===== src/rtl/sysint_pkg.sv =====
package sysint_pkg;
  localparam int IARB_W = 4;

  typedef enum logic [1:0] {
    SHOW_OFF   = 2'b00,
    SHOW_NOARB = 2'b01,
    SHOW_ARB   = 2'b10,
    SHOW_HALT  = 2'b11
  } show_mode_e;

  typedef struct packed {
    logic              sup_only;  // bit 8
    logic              frz_sw;    // bit 7
    logic              frz_bus;   // bit 6
    show_mode_e        show;      // bits 5:4
    logic [IARB_W-1:0] iarb;      // bits 3:0
  } ctrl_t;

  localparam int CTRL_W = $bits(ctrl_t);

  localparam ctrl_t CTRL_RST = '{
    sup_only: 1'b1,
    frz_sw:   1'b0,
    frz_bus:  1'b0,
    show:     SHOW_OFF,
    iarb:     {IARB_W{1'b1}}
  };
endpackage


===== src/rtl/sysint_regs.sv =====
module sysint_regs
  import sysint_pkg::*;
#(
  parameter int AW = 8,
  parameter int DW = 16,
  parameter logic [AW-1:0] CTRL_ADDR = '0
) (
  input  logic          clk_i,
  input  logic          rst_ni,
  input  logic [AW-1:0] addr_i,
  input  logic [DW-1:0] wdata_i,
  input  logic          we_i,
  input  logic          sup_i,
  output ctrl_t         ctrl_o,
  output logic          acc_err_o
);
  ctrl_t ctrl_q;
  logic  err_q;
  logic  hit, allowed;

  assign hit     = we_i && (addr_i == CTRL_ADDR);
  assign allowed = sup_i || !ctrl_q.sup_only;

  always_ff @(posedge clk_i or negedge rst_ni) begin
    if (!rst_ni) begin
      ctrl_q <= CTRL_RST;
      err_q  <= 1'b0;
    end else begin
      if (hit && allowed) ctrl_q <= ctrl_t'(wdata_i[CTRL_W-1:0]);
      err_q <= hit && !allowed;
    end
  end

  assign ctrl_o    = ctrl_q;
  assign acc_err_o = err_q;
endmodule


===== src/rtl/sysint_freeze_gate.sv =====
module sysint_freeze_gate (
  input  logic freeze_i,
  input  logic frz_bus_i,
  input  logic frz_sw_i,
  output logic bus_mon_en_o,
  output logic wdog_en_o,
  output logic pit_en_o,
  output logic halt_mon_en_o,
  output logic spur_mon_en_o
);
  logic sw_stop;

  assign sw_stop       = freeze_i && frz_sw_i;
  assign bus_mon_en_o  = !(freeze_i && frz_bus_i);
  assign wdog_en_o     = !sw_stop;
  assign pit_en_o      = !sw_stop;
  // not subject to freeze
  assign halt_mon_en_o = 1'b1;
  assign spur_mon_en_o = 1'b1;
endmodule


===== src/rtl/sysint_show_dec.sv =====
module sysint_show_dec
  import sysint_pkg::*;
(
  input  show_mode_e mode_i,
  input  logic       bus_grant_i,
  output logic       show_o,
  output logic       ext_arb_en_o,
  output logic       int_halt_o
);
  always_comb begin
    show_o       = 1'b1;
    ext_arb_en_o = 1'b1;
    int_halt_o   = 1'b0;
    unique case (mode_i)
      SHOW_OFF:   show_o       = 1'b0;
      SHOW_NOARB: ext_arb_en_o = 1'b0;
      SHOW_ARB:   ;
      SHOW_HALT:  int_halt_o   = bus_grant_i;
      default:    ;
    endcase
  end
endmodule


===== src/rtl/sysint_ctrl.sv =====
module sysint_ctrl
  import sysint_pkg::*;
#(
  parameter int AW = 8,
  parameter int DW = 16,
  parameter logic [AW-1:0] CTRL_ADDR = '0
) (
  input  logic              clk_i,
  input  logic              rst_ni,
  input  logic [AW-1:0]     addr_i,
  input  logic [DW-1:0]     wdata_i,
  input  logic              we_i,
  input  logic              sup_i,
  input  logic              freeze_i,
  input  logic              bus_grant_i,
  output logic [DW-1:0]     ctrl_rd_o,
  output logic [IARB_W-1:0] iarb_o,
  output logic              bus_mon_en_o,
  output logic              wdog_en_o,
  output logic              pit_en_o,
  output logic              halt_mon_en_o,
  output logic              spur_mon_en_o,
  output logic              show_o,
  output logic              ext_arb_en_o,
  output logic              int_halt_o,
  output logic              acc_err_o
);
  localparam int PAD_W = DW - CTRL_W;

  ctrl_t ctrl;

  sysint_regs #(.AW(AW), .DW(DW), .CTRL_ADDR(CTRL_ADDR)) u_regs (
    .clk_i, .rst_ni, .addr_i, .wdata_i, .we_i, .sup_i,
    .ctrl_o(ctrl), .acc_err_o
  );

  sysint_freeze_gate u_gate (
    .freeze_i,
    .frz_bus_i(ctrl.frz_bus),
    .frz_sw_i (ctrl.frz_sw),
    .bus_mon_en_o, .wdog_en_o, .pit_en_o, .halt_mon_en_o, .spur_mon_en_o
  );

  sysint_show_dec u_show (
    .mode_i(ctrl.show), .bus_grant_i, .show_o, .ext_arb_en_o, .int_halt_o
  );

  assign ctrl_rd_o = {{PAD_W{1'b0}}, ctrl};
  assign iarb_o    = ctrl.iarb;
endmodule


===== config.mk =====
export PLATFORM = sky130hd
export DESIGN_NAME = sysint_ctrl
export DESIGN_NICKNAME = d
export VERILOG_FILES = /design/src/rtl/sysint_pkg.sv /design/src/rtl/sysint_regs.sv /design/src/rtl/sysint_freeze_gate.sv /design/src/rtl/sysint_show_dec.sv /design/src/rtl/sysint_ctrl.sv
export SDC_FILE = /design/constraint.sdc
export NUM_CORES = 1
export LEC_CHECK = 0
export CORE_MARGIN = 5
export CORE_UTILIZATION = 25
export CTS_CLUSTER_DIAMETER = 50
export CTS_CLUSTER_SIZE = 24
export DETAILED_ROUTE_END_ITERATION = 8
export PLACE_DENSITY = 0.75
export SLEW_MARGIN = 15
export SYNTH_ARGS = -nofsm -noshare
export SYNTH_HDL_FRONTEND = slang
export SYNTH_HIERARCHICAL = 1
export SYNTH_SLANG_ARGS = --single-unit

===== constraint.sdc =====
create_clock -name clk_i -period 1.5 [get_ports clk_i]
set_clock_uncertainty 0.05 [all_clocks]
set_input_delay 0.15 -clock clk_i [delete_from_list [all_inputs] [get_ports clk_i]]
set_output_delay 0.15 -clock clk_i [all_outputs]
set_load 0.05 [all_outputs]

==> metrics.md, run 1 <==
| Metric | Value |
|---|---|
| Synth Flop Type | `dfstp_2` |
| Post-CTS Setup Bufs | `0` |
| Clk_lat worst skew | `0.26 ns` |
| Vias per inst | `about 4.0` |
| Fillers | `approximately 200` |
| Buf/Inv on CP | `2` |
| Drt first pass iters | `3` |
| Mapped Cells | `50` |
| Flops & latches, synth | `10` |
| Antenna violations before repair | `0` |
| Met3 Wirelength | `around 230 µm` |
| Routability cong. | `0.629` |
| Most frequent cell after synthesis | `buf_4` |
| Worst path top cell family by delay | `buffers and inverters` |
| CP arrival | `approximately 1.5 ns` |
| Min cycle time layout | `1.40 ns` |
| Critical-path cell list | `clkdlybuf4s50_1 > nor3_2 > nand3_2 > a21oi_4 > buf_12 > mux2_4` |
| GRT Total Usage | `between 8 and 9%` |
| Seq. cell area | `roughly 260 µm²` |
| Post-DR wirelength/cell | `11.5 µm` |
| Vias | `between 400 and 500` |
| Worst min path class | `in2async` |
| Top cell type by total area after synthesis | `dfstp_2` |
| Met2 WL | `672 µm` |
| Critical setup path kind | `in2reg` |
| R2r worst-path depth | `3` |
| CTS tree | `yes` |
| Top Ports | `59` |
| Row count | `17` |
| Area of the mapped netlist | `about 580 µm²` |
| Final Hold Fails | `0` |
| Detailed Place HPWL | `1.22 mm` |
| Crit path required time | `1.60 ns` |
| Fmax achieved | `a little over 700 MHz` |
| Yosys top cell area share | `about 23%` |
| PortBufs | `42` |
| Layout Area Growth over Synthesis | `108%` |
| Pwr dens | `709 nW/µm²` |
| Post-Route M1 WL | `around 430 µm` |
| Vias in the first global route | `between 500 and 600` |
| First-pass GRT wire length | `roughly 2 mm` |
| Max Cap Viol | `0` |
| Die area | `3360 µm²` |
| Largest net degree at the start of global routing | `11` |
| Endpoint class of the critical path | `flop` |
| Area occupied by multi-input gates | `about 260 µm²` |
| Critical path depth | `6` |
| Setup TNS | `0 ns` |
| DR iter-0 viols | `3` |
| Area contributors post-synth | `dfstp_2 (23%), dfrtp_1 (22%), buf_4 (18%)` |
| Lkg Pwr | `~0.55 nW` |
| GRT Residual Overflow | `0` |
| Asr flop ratio synth | `between 90% and 100%` |
| Clock buffer depth | `2` |
| Sequential area share after synthesis | `between 40% and 50%` |
| Setup slack, reg-to-reg | `0.24 ns` |
| RSZ-0062 raised after global routing | `no` |
| Starting density of the core | `between 20% and 30%` |
| Avg Cell Area, Syn | `roughly 12 µm²` |
| CP max FO | `8` |
| Chip width | `a little under 60 µm` |
| Crit path largest cell delay | `0.41 ns` |
| Total Nets Final | `approximately 120` |
| Std-Cell Core Area | `~2200 µm²` |
| Worst VDD drop | `about 0.34 mV` |
| Total routed wirelength | `~1.4 mm` |
| Worst-path clk slew | `0.06 ns` |
| Root Driver | `clkbuf_4` |
| List of most frequent post-synthesis cells | `buf_4 (14), mux2_2 (8), dfrtp_1 (5), dfstp_2 (5), nand2_1 (4)` |
| Netlist cell types | `17` |
| Max-slew violations | `0` |
| Fin Hold WS | `0.136 ns` |
| Top layer in use | `met4` |
| Final ANT Viol Nets | `0` |
| Outcome | `complete, no violations` |
| Fraction of layout cells with a size suffix above 1 | `between 50% and 60%` |
| Tcrit/Tclk final | `a little over 90%` |
| DIE HEIGHT | `about 58 µm` |
| CTS sink count | `10` |
| Cts bufs inserted | `3` |
| Slowest CP cell | `clkdlybuf4s50_1` |
| Yosys warns | `6` |
| Number of flops mapped to enable cells by yosys | `0` |
| Critical path launch point type | `input port` |
| Remaining DRCs | `0` |
| Final setup viols | `0` |
| H-tree Lvls | `1` |
| Antenna Cells | `0` |
## power breakdown
| part | switching (mW) | total, mW | internal (mW) |
|---|---|---|---|
| Combinational | 0.166 | 0.306 | 0.140 |
| Clock | 0.0877 | 0.235 | 0.147 |
| Sequential | 0.0196 | 0.307 | 0.287 |
## layer usage
metal | GRT usage [%] | vias up
li1 | - | 222
met5 | 0 | -
met3 | 3.79 | 3
met1 | 7.68 | 213
met4 | 4.97 | 0
met2 | 13.9 | 37
## flip-flops by register name, summed over array words and instances, names as in the netlist
signal,count
u_regs/ctrl_o,9
u_regs/acc_err_o,1
## through the flow
step	instances	worst slack (ns)	cell area, µm²	power, mW	util, %
floorplan	57	0.0968	604	0.480	-
global placement	114	-0.294	1140	0.614	51.4
detailed placement	114	-0.350	1140	0.618	51.4
CTS	118	0.00792	1180	0.860	53.2
global route	118	0.0283	1200	0.887	54.1
finish	118	0.0977	1200	0.848	54.1
## worst paths after layout
path,from,to
max,addr_i[1],u_regs/ctrl_o[5]$_DFFE_PN0P_
min,rst_ni,u_regs/ctrl_o[4]$_DFFE_PN0P_
max reg2reg,u_regs/ctrl_o[8]$_DFFE_PN1P_,u_regs/ctrl_o[5]$_DFFE_PN0P_
min reg2reg,u_regs/ctrl_o[8]$_DFFE_PN1P_,u_regs/ctrl_o[8]$_DFFE_PN1P_
max in group asynchronous,rst_ni,u_regs/ctrl_o[1]$_DFFE_PN1P_
min in group clk_i,addr_i[4],u_regs/ctrl_o[8]$_DFFE_PN1P_
## cell families after synthesis
kind of cell / count (synthesis) / synth area share [%]
buffers and inverters: 15 / 18.9
multiplexers: 8 / 15.7
flip-flops: 10 / 44.6
other: 2 / 1.30
AO/OA/AOI/OAI: 2 / 3.70
AND/OR/NAND/NOR: 13 / 15.9
## layout by cell type (no fill, tap or decap)
cell	synthesis	routed
clkdlybuf4s50_1	0	18
buf_12	0	18
conb_1	2	9
dfrtp_1	5	5
dfstp_2	5	5
mux2_2	8	4
mux2_4	0	4
clkbuf_4	0	3
buf_4	14	3
nand2_1	4	3
dlymetal6s2s_1	0	2
dlygate4sd2_1	0	2
and3_2	2	2
clkbuf_8	0	1
nand2_2	0	1
inv_1	1	1
nor2_1	1	1
nor4b_4	1	1
nor3_2	0	1
and3_1	1	1
nand3_2	1	1
a21oi_4	1	1
o21ai_0	1	1
nand2b_1	1	1
or2_1	1	1
## repair_timing
item	in CTS	in global routing
setup endpoints to repair	8	5
hold buffers	0	0
resized for setup	3	6
pin swaps	2	2
## final cells by class
type	instances	share of cell area, %
tap	28	2.93
clock buffer	4	3.03
sequential	10	21.4
multi-input combinational	32	21.7
timing repair buffer	43	50.6
inverter	1	0.314
## worst reg2reg max path, cell delays in order (launching register included)
cell,delay (ns)
dfstp_2,0.60
a21oi_4,0.08
buf_12,0.14
mux2_4,0.29
(Power assumes the default switching activity.)
==> run 2, diff against run 1 <==
- CORE_MARGIN: 5 -> unset
- REMOVE_ABC_BUFFERS: unset -> 1
==> run 2 against run 1 <==
Net effect: power shrank 1.6%; worst setup slack lost 0.040 ns; maximum frequency shrank 2.8%; die area shrank 26%; combinational power shrank 4%; sequential cell count is the same; critical endpoint is now u_regs/ctrl_o[7]$_DFFE_PN0P_; largest cell class unchanged.
==> metrics.md, run 2 (synthesis results as in run 1) <==
| Metric | Value |
|---|---|
| DIE HEIGHT | `between 40 and 50 µm` |
| RSZ-0062 raised after global routing | `no` |
| Crit. Startpoint | `addr_i[1]` |
| Tcrit/Tclk final | `~96%` |
| Pwr dens | `between 700 and 800 nW/µm²` |
| Commonest cells after routing, fill and taps aside | `clkdlybuf4s50_1 (18), buf_12 (15), conb_1 (9), buf_4 (6), mux2_2 (6)` |
| Min cycle time layout | `between 1 and 1.5 ns` |
| Tot Pwr | `approximately 830 µW` |
| Largest net degree at the start of global routing | `11` |
| Layout Area Growth over Synthesis | `99.6%` |
| Die area | `~2500 µm²` |
| Row count | `17` |
| Post-Place Cells | `around 110` |
| Fillers | `190` |
| Reg2reg start | `u_regs/ctrl_o[8]$_DFFE_PN1P_` |
| Non-filler instance count after layout | `roughly 120` |
| Total Nets Final | `around 120` |
| GRT Residual Overflow | `0` |
| Critical path launch point type | `input port` |
| Starting density of the core | `a little over a quarter` |
| Vias | `about 470` |
| Worst-path clk slew | `0.06 ns` |
| Routability cong. | `approximately 0.64` |
| Top Ports | `a little under 60` |
| Max Cap Viol | `0` |
| Max reg flops | `9` |
| Antenna violations before repair | `0` |
| Fraction of layout cells with a size suffix above 1 | `between 40% and 50%` |
| First-pass GRT wire length | `1.87 mm` |
| CP arrival | `roughly 1.5 ns` |
| Setup slack, reg-to-reg | `roughly 0.23 ns` |
| Antenna Cells | `0` |
| H-tree Lvls | `1` |
| Std-Cell Core Area | `around 2200 µm²` |
| Root Driver | `clkbuf_4` |
| GRT Total Usage | `a little over a tenth` |
| Commonest non-fill, non-tap cell in the layout | `clkdlybuf4s50_1` |
| Outcome | `complete, no violations` |
| CTS tree | `yes` |
| Critical setup path kind | `in2reg` |
| R2r worst-path depth | `3` |
| Clock buffer depth | `2` |
| Fmax achieved | `roughly 690 MHz` |
| CP max FO | `8` |
| RR Endpoint | `u_regs/ctrl_o[4]$_DFFE_PN0P_` |
| Remaining DRCs | `0` |
| Vias in the first global route | `approximately 440` |
| Detailed Place HPWL | `roughly 1.1 mm` |
| Clk_lat worst skew | `0.26 ns` |
| DR iter-0 viols | `4` |
| Worst min path class | `in2async` |
| Chip width | `~50 µm` |
| Lkg Pwr | `roughly 0.54 nW` |
| Crit path required time | `1.60 ns` |
| Vias per inst | `4.02` |
| Hold_buf cts | `0` |
| PortBufs | `42` |
| Endpoint class of the critical path | `flop` |
| Drt first pass iters | `3` |
| Final Hold Fails | `0` |
| Cts bufs inserted | `3` |
| Total routed wirelength | `approximately 1.3 mm` |
| Worst setup path end | `u_regs/ctrl_o[7]$_DFFE_PN0P_` |
| Post-DR wirelength/cell | `around 11 µm` |
| Final ANT Viol Nets | `0` |
| Final setup viols | `0` |
| Max-slew violations | `0` |
| CTS sink count | `10` |
| Worst VDD drop | `0.432 mV` |
==> run 2: changes by cell type in the layout (fill, tap and decap cells not counted) <==
cell,change
nand2_2,-1
nand2_1,+1
buf_12,-3
mux2_2,+2
mux2_4,-2
buf_4,+3
==> run 2: stage by stage <==
| stage | TNS, ns | hold WS, ns | utilization [%] | cell area (µm²) | worst slack, ns |
|---|---|---|---|---|---|
| after floorplan | 0 | -0.196 | - | 497 | 0.00927 |
| after global placement | -2.47 | 0.427 | 49.2 | 1080 | -0.329 |
| after detailed placement | -2.91 | 0.439 | 49.2 | 1080 | -0.386 |
| after CTS | 0 | 0.150 | 52.2 | 1140 | 0.00489 |
| after global routing | 0 | 0.168 | 52.4 | 1150 | 0.0215 |
| final | 0 | 0.139 | 52.4 | 1150 | 0.0572 |
==> run 2: repair_timing <==
| action | in CTS | in global routing |
|---|---|---|
| setup endpoints to repair | 8 | 4 |
| cloned | 0 | 0 |
| resized for setup | 5 | 2 |
| setup buffers | 1 | 0 |
| pin swaps | 2 | 2 |
==> run 2: critical path, stage by stage <==
cell             delay (ns)
clkdlybuf4s50_1        0.41
nor3_2                 0.23
nand3_2                0.13
a21oi_4                0.16
buf_12                 0.14
mux2_2                 0.32
==> run 2: power breakdown <==
group / switching [mW] / internal [mW] / leakage, nW / total, mW
logic: 0.166 / 0.129 / 0.397 / 0.294
registers: 0.0169 / 0.287 / 0.121 / 0.304
clock network: 0.0883 / 0.147 / 0.0210 / 0.236
total: 0.271 / 0.563 / 0.539 / 0.834
==> run 2: worst min path at each step <==
stage / slack, ns / startpoint / to
2_1_floorplan: -0.20 / rst_ni / u_regs/acc_err_o$_DFF_PN0_
3_3_place_gp: 0.43 / rst_ni / u_regs/ctrl_o[5]$_DFFE_PN0P_
3_5_place_dp: 0.44 / rst_ni / u_regs/ctrl_o[4]$_DFFE_PN0P_
4_1_cts: 0.15 / rst_ni / u_regs/acc_err_o$_DFF_PN0_
5_1_grt: 0.17 / rst_ni / u_regs/ctrl_o[4]$_DFFE_PN0P_
6_report: 0.14 / rst_ni / u_regs/acc_err_o$_DFF_PN0_
==> run 2: layer usage <==
metal | global-route usage, % | share of wire [%] | vias up
li1 | - | - | 221
met2 | 18.7 | 53 | 40
met3 | 5.86 | 11 | 2
met5 | 0 | 0 | -
met4 | 5.71 | 1.4 | 0
met1 | 9.59 | 35 | 211
==> run 2: cell type report <==
cell class	count	area, µm²	area share, %
multi-input combinational	32	249	21.7
timing repair buffer	43	568	49.5
clock buffer	4	36.3	3.16
tap	28	35.0	3.05
inverter	1	3.75	0.327
sequential	10	256	22.3
==> run 3, diff against run 2 <==
- SKIP_CTS_REPAIR_TIMING: unset -> 1
==> run 3 against run 2 <==
Net effect: count of clock-buffer cells in the layout did not move; worst hold slack improved by 0.00089 ns; critical endpoint is now u_regs/ctrl_o[4]$_DFFE_PN0P_; die area did not move; sequential cell count did not move; first-iteration DRC count did not move; critical path depth did not move; register-to-register slack barely moved; cell count rose by 0.85%; highest routed layer unchanged; critical path type unchanged; non-clock buffer count rose by 1.
==> metrics.md, run 3 (synthesis results as in run 1) <==
| Metric | Value |
|---|---|
| Layout Cell Area excl Fill | `around 1200 µm²` |
| Clk_lat worst skew | `0.26 ns` |
| Min cycle time layout | `approximately 1.5 ns` |
| RR Endpoint | `u_regs/ctrl_o[5]$_DFFE_PN0P_` |
| RSZ-0062 raised after global routing | `no` |
| Remaining DRCs | `0` |
| Vias per inst | `between 4 and 5` |
| Routability cong. | `0.641` |
| GRT Total Usage | `10.5%` |
| Drt first pass iters | `3` |
| Tcrit/Tclk final | `just under 100%` |
| CP arrival | `1.56 ns` |
| DR iter-0 viols | `4` |
| Fillers | `188` |
| Max reg flops | `9` |
| Detailed Place HPWL | `between 1 and 1.5 mm` |
| First-pass GRT wire length | `~1.8 mm` |
| Worst-path clk slew | `around 0.060 ns` |
| Final ANT Viol Nets | `0` |
| Antenna violations before repair | `0` |
| R2r worst-path depth | `3` |
| Endpoint class of the critical path | `flop` |
| CP max FO | `5` |
| Vias in the first global route | `between 400 and 500` |
| Fraction of layout cells with a size suffix above 1 | `49.5%` |
| Final Hold Fails | `0` |
| Starting density of the core | `a little over a quarter` |
| Fmax achieved | `a little under 700 MHz` |
| Slowest CP cell | `clkdlybuf4s50_1` |
| Cts bufs inserted | `3` |
| Outcome | `complete, no violations` |
| Root Driver | `clkbuf_4` |
| GRT Residual Overflow | `0` |
| Worst min path class | `in2async` |
| Critical-path cell list | `clkdlybuf4s50_1 > nor3_2 > nand3_2 > a21oi_4 > buf_12 > mux2_2` |
| Post-placement cell area | `1080 µm²` |
| Final setup viols | `0` |
| Final core utilization | `between 50% and 60%` |
| Reg2reg start | `u_regs/ctrl_o[8]$_DFFE_PN1P_` |
| Total routed wirelength | `approximately 1.3 mm` |
| Vias | `477` |
| Max Cap Viol | `0` |
| Lkg Pwr | `0.560 nW` |
| Std-Cell Core Area | `approximately 2200 µm²` |
| DIE HEIGHT | `approximately 50 µm` |
| Met1 usage | `under 10%` |
| Critical path launch point type | `input port` |
| Antenna Cells | `0` |
| Max-slew violations | `0` |
| Chip width | `around 50 µm` |
| Met2 Use GR | `18.2%` |
| Post-DR wirelength/cell | `approximately 11 µm` |
| Critical setup path kind | `in2reg` |
| Largest net degree at the start of global routing | `11` |
| Tot Pwr | `835 µW` |
| Pwr dens | `slightly above 700 nW/µm²` |
| CTS sink count | `10` |
| H-tree Lvls | `1` |
| PortBufs | `42` |
| Commonest non-fill, non-tap cell in the layout | `clkdlybuf4s50_1` |
| Met3 layer usage reported by global route | `between 6 and 7%` |
| Clock buffer depth | `2` |
| Layout Area Growth over Synthesis | `102%` |
| Total Nets Final | `between 100 and 150` |
| Worst VDD drop | `0.435 mV` |
| Crit path largest cell delay | `slightly above 0.4 ns` |
| CTS tree | `yes` |
| GRT busiest layer | `met2` |
| Row count | `17` |
| Die area | `~2500 µm²` |
| Setup slack, reg-to-reg | `0.24 ns` |
| Crit path required time | `around 1.6 ns` |
| Commonest cells after routing, fill and taps aside | `clkdlybuf4s50_1 (18), buf_12 (15), conb_1 (9), buf_4 (7), mux2_2 (6)` |
| Top Ports | `approximately 60` |
## run 3: changes by cell type in the layout (fill, tap and decap cells not counted), sizes merged
cell          change
buf               +1
dlymetal6s2s      +2
dlygate4sd2       -2
## run 3: power breakdown
| group | switching, mW | internal, mW |
|---|---|---|
| sequential | 0.0172 | 0.287 |
| combinational | 0.166 | 0.130 |
| clock | 0.0882 | 0.147 |
## run 3: per-layer routing
| layer | vias up | part of all wire (%) |
|---|---|---|
| met4 | 0 | 1.4 |
| met3 | 2 | 12 |
| met1 | 211 | 34 |
| li1 | 224 | - |
| met5 | - | 0 |
| met2 | 40 | 53 |
## run 3: worst max path at each step
stage / start / end / slack (ns) / cells past startpoint
2_1_floorplan: u_regs/ctrl_o[7]$_DFFE_PN0P_ / pit_en_o / 0.009 / 1
3_3_place_gp: addr_i[4] / u_regs/ctrl_o[6]$_DFFE_PN0P_ / -0.33 / 5
3_5_place_dp: addr_i[4] / u_regs/ctrl_o[4]$_DFFE_PN0P_ / -0.39 / 5
4_1_cts: addr_i[4] / u_regs/ctrl_o[4]$_DFFE_PN0P_ / -0.1 / 5
5_1_grt: addr_i[1] / u_regs/ctrl_o[4]$_DFFE_PN0P_ / 0.02 / 6
6_report: addr_i[1] / u_regs/ctrl_o[4]$_DFFE_PN0P_ / 0.04 / 6
## run 3: final cells by class
type                       count  area (µm²)  area share [%]
inverter                       1        3.75           0.323
tap                           28        35.0            3.01
clock buffer                   4        36.3            3.12
sequential                    10         256            22.0
timing repair buffer          44         583            50.1
multi-input combinational     32         249            21.4
## run 3: worst max-delay path: cells and delay by family
kind / cells / cell delay (ns)
AND/OR/NAND/NOR: 2 / 0.37
buffers and inverters: 2 / 0.54
multiplexers: 1 / 0.32
AO/OA/AOI/OAI: 1 / 0.18
## run 3: per-stage QoR
stage | instances | hold slack, ns | worst slack (ns) | setup TNS, ns
floorplan | 43 | -0.196 | 0.00927 | 0
global placement | 113 | 0.427 | -0.329 | -2.47
detailed placement | 113 | 0.439 | -0.386 | -2.91
CTS | 117 | 0.150 | -0.0997 | -0.617
global route | 119 | 0.168 | 0.0170 | 0
finish | 119 | 0.140 | 0.0441 | 0
